## config.mk

```make
export PLATFORM = sky130hd
export DESIGN_NAME = lpm_ctrl
export DESIGN_NICKNAME = d
export VERILOG_FILES = /design/src/rtl/lpm_pkg.sv /design/src/rtl/lpm_edge_sync.sv /design/src/rtl/lpm_fsm.sv /design/src/rtl/lpm_out_dec.sv /design/src/rtl/lpm_ctrl.sv
export SDC_FILE = /design/constraint.sdc
export NUM_CORES = 1
export LEC_CHECK = 0
export CAP_MARGIN = 25
export CORE_AREA = 5 5 42 44
export DETAILED_ROUTE_END_ITERATION = 7
export DIE_AREA = 0 0 47 49
export PLACE_DENSITY = 0.49
export SLEW_MARGIN = 0
export SYNTH_ARGS = -nofsm -noshare
export SYNTH_HDL_FRONTEND = slang
export SYNTH_SLANG_ARGS = --single-unit
```

## constraint.sdc

```tcl
create_clock -name clk -period 1.15 [get_ports clk]
set_input_delay 0.115 -clock clk [delete_from_list [all_inputs] [get_ports clk]]
set_output_delay 0.115 -clock clk [all_outputs]
set_load 0.02 [all_outputs]
```

## src/rtl/lpm_pkg.sv

```systemverilog
package lpm_pkg;

    localparam int MODE_W = 2;

    typedef enum logic [MODE_W-1:0] {
        M_RUN   = 2'd0,
        M_SLEEP = 2'd1,
        M_SSTBY = 2'd2,
        M_HSTBY = 2'd3
    } mode_e;

    typedef struct packed {
        mode_e mode;
        logic  rst;
        logic  ret;
    } ctl_state_t;

endpackage

```

## src/rtl/lpm_edge_sync.sv

```systemverilog
module lpm_edge_sync #(
    parameter int STAGES = 2
) (
    input  logic clk,
    input  logic rst_n,
    input  logic async_in,
    output logic rise
);

    localparam int LAST = STAGES - 1;

    typedef struct packed {
        logic [STAGES-1:0] chain;
        logic              prev;
    } sync_t;

    sync_t s_d, s_q;

    always_comb begin
        s_d = s_q;
        s_d.chain[0] = async_in;
        for (int i = 1; i < STAGES; i++) begin
            s_d.chain[i] = s_q.chain[i-1];
        end
        s_d.prev = s_q.chain[LAST];
    end

    always_ff @(posedge clk or negedge rst_n) begin
        if (!rst_n) begin
            s_q <= '0;
        end else begin
            s_q <= s_d;
        end
    end

    assign rise = s_q.chain[LAST] & ~s_q.prev;

    // an edge indication never lasts two cycles
    p_rise_single_r5: assert property (@(posedge clk) disable iff (!rst_n)
        rise |=> !rise);

endmodule

```

## src/rtl/lpm_fsm.sv

```systemverilog
module lpm_fsm
    import lpm_pkg::*;
(
    input  logic  clk,
    input  logic  rst_n,
    input  logic  sleep_req,
    input  logic  stby_sel,
    input  logic  stby_pin_n,
    input  logic  nmi_rise,
    input  logic  irq,
    input  logic  dma_err,
    input  logic  por,
    input  logic  mrst,
    input  logic  ram_en,
    output mode_e mode_q,
    output logic  rst_q,
    output logic  ret_q
);

    ctl_state_t st_d, st_q;

    always_comb begin
        st_d     = st_q;
        st_d.rst = 1'b0;
        if (!stby_pin_n) begin
            st_d.mode = M_HSTBY;
            if (st_q.mode != M_HSTBY) begin
                st_d.ret = ~ram_en;
            end
        end else begin
            unique case (st_q.mode)
                M_RUN: begin
                    if (por || mrst) begin
                        st_d.rst = 1'b1;
                    end else if (sleep_req) begin
                        st_d.mode = stby_sel ? M_SSTBY : M_SLEEP;
                    end
                end
                M_SLEEP: begin
                    if (por || mrst) begin
                        st_d.mode = M_RUN;
                        st_d.rst  = 1'b1;
                    end else if (irq || dma_err) begin
                        st_d.mode = M_RUN;
                    end
                end
                M_SSTBY: begin
                    if (por || nmi_rise) begin
                        st_d.mode = M_RUN;
                        st_d.rst  = 1'b1;
                    end
                end
                M_HSTBY: begin
                    if (por) begin
                        st_d.mode = M_RUN;
                        st_d.rst  = 1'b1;
                    end
                end
                default: st_d.mode = M_RUN;
            endcase
            if (st_d.mode != M_HSTBY) begin
                st_d.ret = 1'b0;
            end
        end
    end

    always_ff @(posedge clk or negedge rst_n) begin
        if (!rst_n) begin
            st_q <= '{mode: M_RUN, rst: 1'b0, ret: 1'b0};
        end else begin
            st_q <= st_d;
        end
    end

    assign mode_q = st_q.mode;
    assign rst_q  = st_q.rst;
    assign ret_q  = st_q.ret;

    // the standby pin overrides everything
    p_pin_prio_r1: assert property (@(posedge clk) disable iff (!rst_n)
        !stby_pin_n |=> mode_q == M_HSTBY);

    // software standby holds without a qualifying wake
    p_sstby_hold_r5: assert property (@(posedge clk) disable iff (!rst_n)
        (mode_q == M_SSTBY && stby_pin_n && !por && !nmi_rise) |=> mode_q == M_SSTBY);

    // leaving software standby for run always carries a reset
    p_sstby_exit_rst_r6: assert property (@(posedge clk) disable iff (!rst_n)
        (mode_q == M_SSTBY && stby_pin_n) |=> (mode_q == M_SSTBY || rst_q));

    // hardware standby needs both pin high and power-on reset
    p_hstby_hold_r7: assert property (@(posedge clk) disable iff (!rst_n)
        (mode_q == M_HSTBY && !(stby_pin_n && por)) |=> mode_q == M_HSTBY);

    // retention flag captured from the RAM enable on entry
    p_ret_capture_r9: assert property (@(posedge clk) disable iff (!rst_n)
        (!stby_pin_n && mode_q != M_HSTBY) |=> ret_q == !$past(ram_en));

    // power-on reset outside hardware standby lands in run with a pulse
    p_por_wins_r10: assert property (@(posedge clk) disable iff (!rst_n)
        (por && stby_pin_n) |=> (mode_q == M_RUN && rst_q));

endmodule

```

## src/rtl/lpm_out_dec.sv

```systemverilog
module lpm_out_dec
    import lpm_pkg::*;
(
    input  mode_e             mode_q,
    input  logic              rst_q,
    input  logic              ret_q,
    output logic              cpu_clk_en,
    output logic              per_clk_en,
    output logic              ram_retain,
    output logic              int_rst_req,
    output logic              pin_hiz,
    output logic              pin_init,
    output logic [MODE_W-1:0] mode
);

    always_comb begin
        cpu_clk_en  = (mode_q == M_RUN);
        per_clk_en  = (mode_q == M_RUN) || (mode_q == M_SLEEP);
        ram_retain  = (mode_q == M_SSTBY) || ((mode_q == M_HSTBY) && ret_q);
        int_rst_req = rst_q;
        pin_hiz     = (mode_q == M_SSTBY);
        pin_init    = (mode_q == M_HSTBY);
        mode        = mode_q;
    end

    // the two pin controls are never active together
    always_comb begin
        a_pins_excl_r8: assert ($onehot0({pin_hiz, pin_init}));
        a_clk_order_r2: assert (!cpu_clk_en || per_clk_en);
    end

endmodule

```

## src/rtl/lpm_ctrl.sv

```systemverilog
module lpm_ctrl
    import lpm_pkg::*;
#(
    parameter int NMI_SYNC_STAGES = 2
) (
    input  logic       clk,
    input  logic       rst_n,
    input  logic       sleep_req,
    input  logic       stby_sel,
    input  logic       stby_pin_n,
    input  logic       nmi,
    input  logic       irq,
    input  logic       dma_err,
    input  logic       por,
    input  logic       mrst,
    input  logic       ram_en,
    output logic       cpu_clk_en,
    output logic       per_clk_en,
    output logic       ram_retain,
    output logic       int_rst_req,
    output logic       pin_hiz,
    output logic       pin_init,
    output logic [1:0] mode
);

    logic  nmi_rise;
    mode_e mode_q;
    logic  rst_q;
    logic  ret_q;

    lpm_edge_sync #(.STAGES(NMI_SYNC_STAGES)) u_nmi_sync (
        .clk      (clk),
        .rst_n    (rst_n),
        .async_in (nmi),
        .rise     (nmi_rise)
    );

    lpm_fsm u_fsm (
        .clk        (clk),
        .rst_n      (rst_n),
        .sleep_req  (sleep_req),
        .stby_sel   (stby_sel),
        .stby_pin_n (stby_pin_n),
        .nmi_rise   (nmi_rise),
        .irq        (irq),
        .dma_err    (dma_err),
        .por        (por),
        .mrst       (mrst),
        .ram_en     (ram_en),
        .mode_q     (mode_q),
        .rst_q      (rst_q),
        .ret_q      (ret_q)
    );

    lpm_out_dec u_dec (
        .mode_q      (mode_q),
        .rst_q       (rst_q),
        .ret_q       (ret_q),
        .cpu_clk_en  (cpu_clk_en),
        .per_clk_en  (per_clk_en),
        .ram_retain  (ram_retain),
        .int_rst_req (int_rst_req),
        .pin_hiz     (pin_hiz),
        .pin_init    (pin_init),
        .mode        (mode)
    );

endmodule

```

==> Yosys cells after proc, flatten, opt, wreduce, memory -nomap -nowiden <==
Index checks and enable logic that the tools add are counted.
{ "word_totals": {"reg_bits": 7, "latch_bits": 0, "mem_bits_rw": 0, "rom_bits": 0, "inputBits": 11, "output_inout_bits": 8, "elab_cells": 38, "n_memories": 0} }
{ "classes": {"add_sub_neg": 0, "mul": 0, "n_div": 0, "magnitude_cmp": 0, "n_eq_ne": 6, "shift": 0, "n_mux": 15, "bitwise": 3, "reduce_logical": 9} }
{ "op_table": {"columns": ["op", "count"], "rows": [
  ["2-bit two-way mux", 6],
  ["3-bit one-hot mux with 4 select lines", 1],
  ["3-bit two-way mux", 3],
  ["1-bit logical OR", 5],
  ["1-bit two-way mux", 5],
  ["2-bit equality test (second input constant)", 2],
  ["2-bit inequality test (second input constant)", 2],
  ["2-bit by 1-bit equality test with 1-bit output (second input constant)", 1],
  ["2-bit logical NOT", 1],
  ["2-bit by 1-bit inequality test with 1-bit output (second input constant)", 1],
  ["1-bit inverter", 2],
  ["2-bit AND reduction", 1],
  ["2-bit nonzero test", 1],
  ["1-bit AND", 1],
  ["1-bit logical AND", 1]
]} }

==> Logic depth before layout (Yosys ltp) <==
{ "depth": {"depth_word": 9, "ltp_mapped": 4} }

==> Cells and area by module <==
Synthesis repeated with hierarchy kept, for this count alone.
{ "hier_totals": {"hier_cells": 35, "area_unflattened_um2": 377.9} }
{ "modules_own_cells": {"columns": ["module", "n_inst", "cells_per_inst", "area_each_um2", "seq_area_each_um2"], "rows": [
  ["lpm_fsm", 1, 22, 236.5, 100.1],
  ["lpm_edge_sync", 1, 4, 88.8, 75.1],
  ["lpm_out_dec", 1, 9, 52.6, 0.0]
]} }

==> Worst setup path after synthesis <==
Ideal clock, no wire load.
{ "synth_path": {"path_type": "reg2reg", "from": "register u_fsm.st_q (netlist bit u_fsm.mode_q[0])", "to": "register u_fsm.st_q (netlist bit u_fsm.mode_q[0])", "setup_time_ns": 0.090, "arrival_time_ns": 1.130, "required_time_ns": 1.060, "slack_ns": -0.069, "stages_incl_launch_ff": 4, "path_buffers": 0, "synth_period_minus_slack_ns": 1.219, "cell_sequence": "dfrtp_1 nor2_1 nand4b_1 o2111ai_1"} }
{ "synth_rtl": {"columns": ["item", "line", "rtl"], "rows": [
  ["start: declaration", "lpm_fsm.sv:20", "ctl_state_t st_d, st_q;"],
  ["start signal: assignment", "lpm_fsm.sv:69", "st_q <= '{mode: M_RUN, rst: 1'b0, ret: 1'b0};"],
  ["start signal: assignment", "lpm_fsm.sv:71", "st_q <= st_d;"]
]} }

==> Final worst setup path <==
{ "layout_path": {"from": "register u_fsm.st_q (netlist bit u_fsm.mode_q[0])", "to": "output pin_hiz"} }
{ "layout_via": {"elab_chain_cells": 1} }
{ "layout_rtl": {"columns": ["item", "line", "rtl"], "rows": [
  ["2-bit equality test", "lpm_out_dec.sv:21", "pin_hiz = (mode_q == M_SSTBY);"],
  ["end: declaration", "lpm_ctrl.sv:21", "output logic pin_hiz,"]
]} }
No other way between the ends.

==> results <==
-- power groups by stage --
stage | Combinational [W] | Clock [W] | Sequential, W
detailed placement | 0.000184 | 0 | 0.000285
floorplan | 0.0000575 | 0 | 0.000292
global placement | 0.000182 | 0 | 0.000283
CTS | 0.000183 | 0.000228 | 0.000281
global route | 0.000200 | 0.000247 | 0.000284
finish | 0.000187 | 0.000217 | 0.000282
-- through the flow --
step           setup WS (ps)  instances  area, um2  TNS [ps]   power, W
2_1_floorplan          13.13         26      294.0         0  0.0003497
5_1_grt               -107.9         69      565.5    -356.7  0.0007311
6_report              -60.69         69      565.5    -111.0  0.0006857
3_3_place_gp          -211.6         64      524.3     -1078  0.0004651
3_5_place_dp          -230.0         64      524.3     -1248  0.0004692
4_1_cts               -54.94         69      555.5    -144.7  0.0006918
-- cell families (layout without fill, tap and decap cells) --
family,after synthesis,count (layout),synth area share (%)
AND/OR/NAND/NOR,8,8,15.45
AO/OA/AOI/OAI,8,8,20.60
flip-flops,7,7,60.09
buffers and inverters,3,30,3.862
-- layout by cell type (no fill, tap or decap), drive strengths merged --
cell type / n
a21oi: 4
a41o: 1
buf: 10
clkbuf: 4
clkdlybuf4s15: 1
clkdlybuf4s50: 10
dfrtp: 7
dlygate4sd2: 2
inv: 3
nand2: 1
nand3: 1
nand4b: 1
nor2: 4
nor3b: 1
o2111ai: 1
o31ai: 1
o32ai: 1
-- area by class of cell --
| class | instances | area [um2] |
|---|---|---|
| fillers | 148 | 835.8 |
| flip-flops and latches | 7 | 177.7 |
| multi-input cells | 16 | 125.1 |
| repair buffers | 23 | 205.2 |
| inverters | 3 | 11.26 |
| clock buffers | 4 | 26.28 |
| well taps | 16 | 20.02 |
-- state kept, by name, indices dropped and copies added (netlist names) --
register and flops:
u_fsm.rst_q 1, u_fsm.ret_q 1, u_fsm.mode_q 2, u_nmi_sync.s_d 2, u_nmi_sync.s_q 1
-- worst max path at each step --
| stage | start | end | slack (ps) | cells after the start |
|---|---|---|---|---|
| 2_1_floorplan | u_fsm.mode_q[1]$_DFF_PN0_ | ram_retain | 10 | 2 |
| 3_3_place_gp | u_fsm.mode_q[1]$_DFF_PN0_ | ram_retain | -210 | 3 |
| 3_5_place_dp | u_fsm.mode_q[1]$_DFF_PN0_ | ram_retain | -230 | 3 |
| 4_1_cts | u_fsm.mode_q[0]$_DFF_PN0_ | u_fsm.mode_q[1]$_DFF_PN0_ | -50 | 4 |
| 5_1_grt | u_fsm.mode_q[0]$_DFF_PN0_ | pin_hiz | -110 | 3 |
| 6_report | u_fsm.mode_q[0]$_DFF_PN0_ | pin_hiz | -60 | 3 |
-- routing by layer --
metal	vias up	track usage (%)	share of wire [%]
met5	-	0	0
met4	0	1.382	0
met3	0	6.642	6.5
met2	9	15.61	60
met1	155	9.070	34
li1	149	-	-
-- what timing repair did --
| action | CTS | global route |
|---|---|---|
| gates resized for setup | 30 | 4 |
| pin swaps | 1 | 0 |
| buffers inserted | 1 | 0 |
| gates cloned | 0 | 0 |
| setup endpoints to repair | 10 | 8 |
==> out/qor.csv <==
stage;metric;value;unit
status;status;complete, but fails checks;
status;failing checks;negative setup slack;
timing;final number of hold-violating endpoints;0;
detailed_routing;total number of vias;313;
critical_path;required time worst endpoint;1030;ps
global_route;vias in the first global route;353;
cts;clock root buffer;clkbuf_4;
finish;ant diodes;0;
floorplan;# rows;14;
global_route;initial antenna violation count;0;
logic_synthesis;Mean Syn Cell Area;11.21;um2
critical_path;worst-path maximum fanout;6;
logic_synthesis;Synth warnings;0;
detailed_routing;DRC;0;
cts;hold_buf cts;0;
floorplan;die height;49;um
global_route;first-pass GRT wire length;1.483;mm
power;Comb power frac;27.3;%
timing;Rel. slew slack;79.68;%
logic_synthesis;Distinct cells, synth;13;
critical_path;CP arrival;1100;ps
detailed_routing;DR WL/cell;13.67;um
place;Port-buffer cells;18;
floorplan;Die ar.;2303;um2
logic_synthesis;top cells by count, synth;7 x dfrtp_1, 4 x a21oi_1, 4 x nor2_1;
timing;Worst Hold Slack;118.0;ps
cts;cts bufs inserted;3;
detailed_routing;drt first pass iters;2;
timing;minimum clock period;1211;ps
place;placer congestion estimate;0.7179;
critical_path;crit path cell chain;buf_4 > nor2_2 > buf_6;
critical_path;crit-path max cell delay;450;ps
timing;fmax;826.0;MHz
critical_path;worst reg2reg path startpoint;u_fsm.mode_q[0]$_DFF_PN0_;
critical_path;Worst R2R Setup Slack;-50;ps
logic_synthesis;post-synth net total;37;
global_route;All-Layer GR Usage;9.246;%
timing;RSZ-0062 raised after global routing;true;
global_route;remaining global-route overflow;0;
finish;area grow syn2layout;93.99;%
power;total power per unit cell area;1213;nW/um2
logic_synthesis;Yosys top cell area share;60.09;%
timing;Worst Skew;5.951;ps
logic_synthesis;post-synthesis cell count;26;
floorplan;Die W;47;um
critical_path;Crit Path Category;reg -> out;
floorplan;num ports;19;
logic_synthesis;count leader, synth;dfrtp_1;
cts;clock sink count;7;
timing;Final setup viols;3;
power;Clock power frac;31.6;%
logic_synthesis;Mapped Area;291.5;um2
critical_path;Startpoint Class;flip-flop;
cts;TritonCTS clock tree;done;
flow_run;max-cap viol count;0;
finish;Layout Utilization;40.36;%
floorplan;Initial Util;20.80;%
critical_path;Slowest cell on crit path;dfrtp_2;
power;Reg power frac;41.1;%
critical_path;critical path capture point type;primary output;
floorplan;CORE AREA;1401;um2
critical_path;Worst Reg-to-Reg Cells;4;
detailed_routing;total detailed-routing wirelength;943;um
logic_synthesis;ys async rst share;100.0;%
critical_path;Crit Reg-Reg Endpoint;u_fsm.mode_q[1]$_DFF_PN0_;
power;Net Sw Frac;28.08;%
detailed_routing;Vias per Instance;4.536;
power;Power Internal;0.0004932;W
timing;worst-margin pin slew;303.9;ps
critical_path;Largest delay share family, worst path;flip-flops;
critical_path;CP bufs+invs;2;
logic_synthesis;Area contributors post-synth;dfrtp_1 60%, a21oi_1 6.9%, nor2_1 5.2%, nor3b_2 4.3%, o31ai_2 4.3%;
logic_synthesis;#FFs+latches synth;7;
logic_synthesis;largest area contributor in the netlist;dfrtp_1;
detailed_routing;post-route ant nets;0;
timing;final worst slack;-60.69;ps
detailed_routing;Initial DRC Count;1;
global_route;largest net degree at the start of global routing;8;
cts;later-pin clock latency in the skew report;250;ps
hold_path;Hold/Removal Path Class;in -> async;
logic_synthesis;EDFF count, synth;0;
power;maximum vdd drop;780.8;uV
timing;Tcrit/Tclk final;105.3;%
power;sw power;0.0001925;W
logic_synthesis;ys flop type;dfrtp_1;
cts;htree depth;1;
power;leakage;0.2509;nW
cts;clock transition at the registers of the reported paths;50;ps
logic_synthesis;post-synthesis sequential area ratio;60.09;%
timing;Final Max Slew Viols;0;
finish;Final nets;65;
finish;layout cell share with drive strength beyond 1;39.62;%
place;dpl hpwl;726.8;um
cts;CTS Buffer Depth;2;
Note: power is estimated with default switching activity, not from simulation.
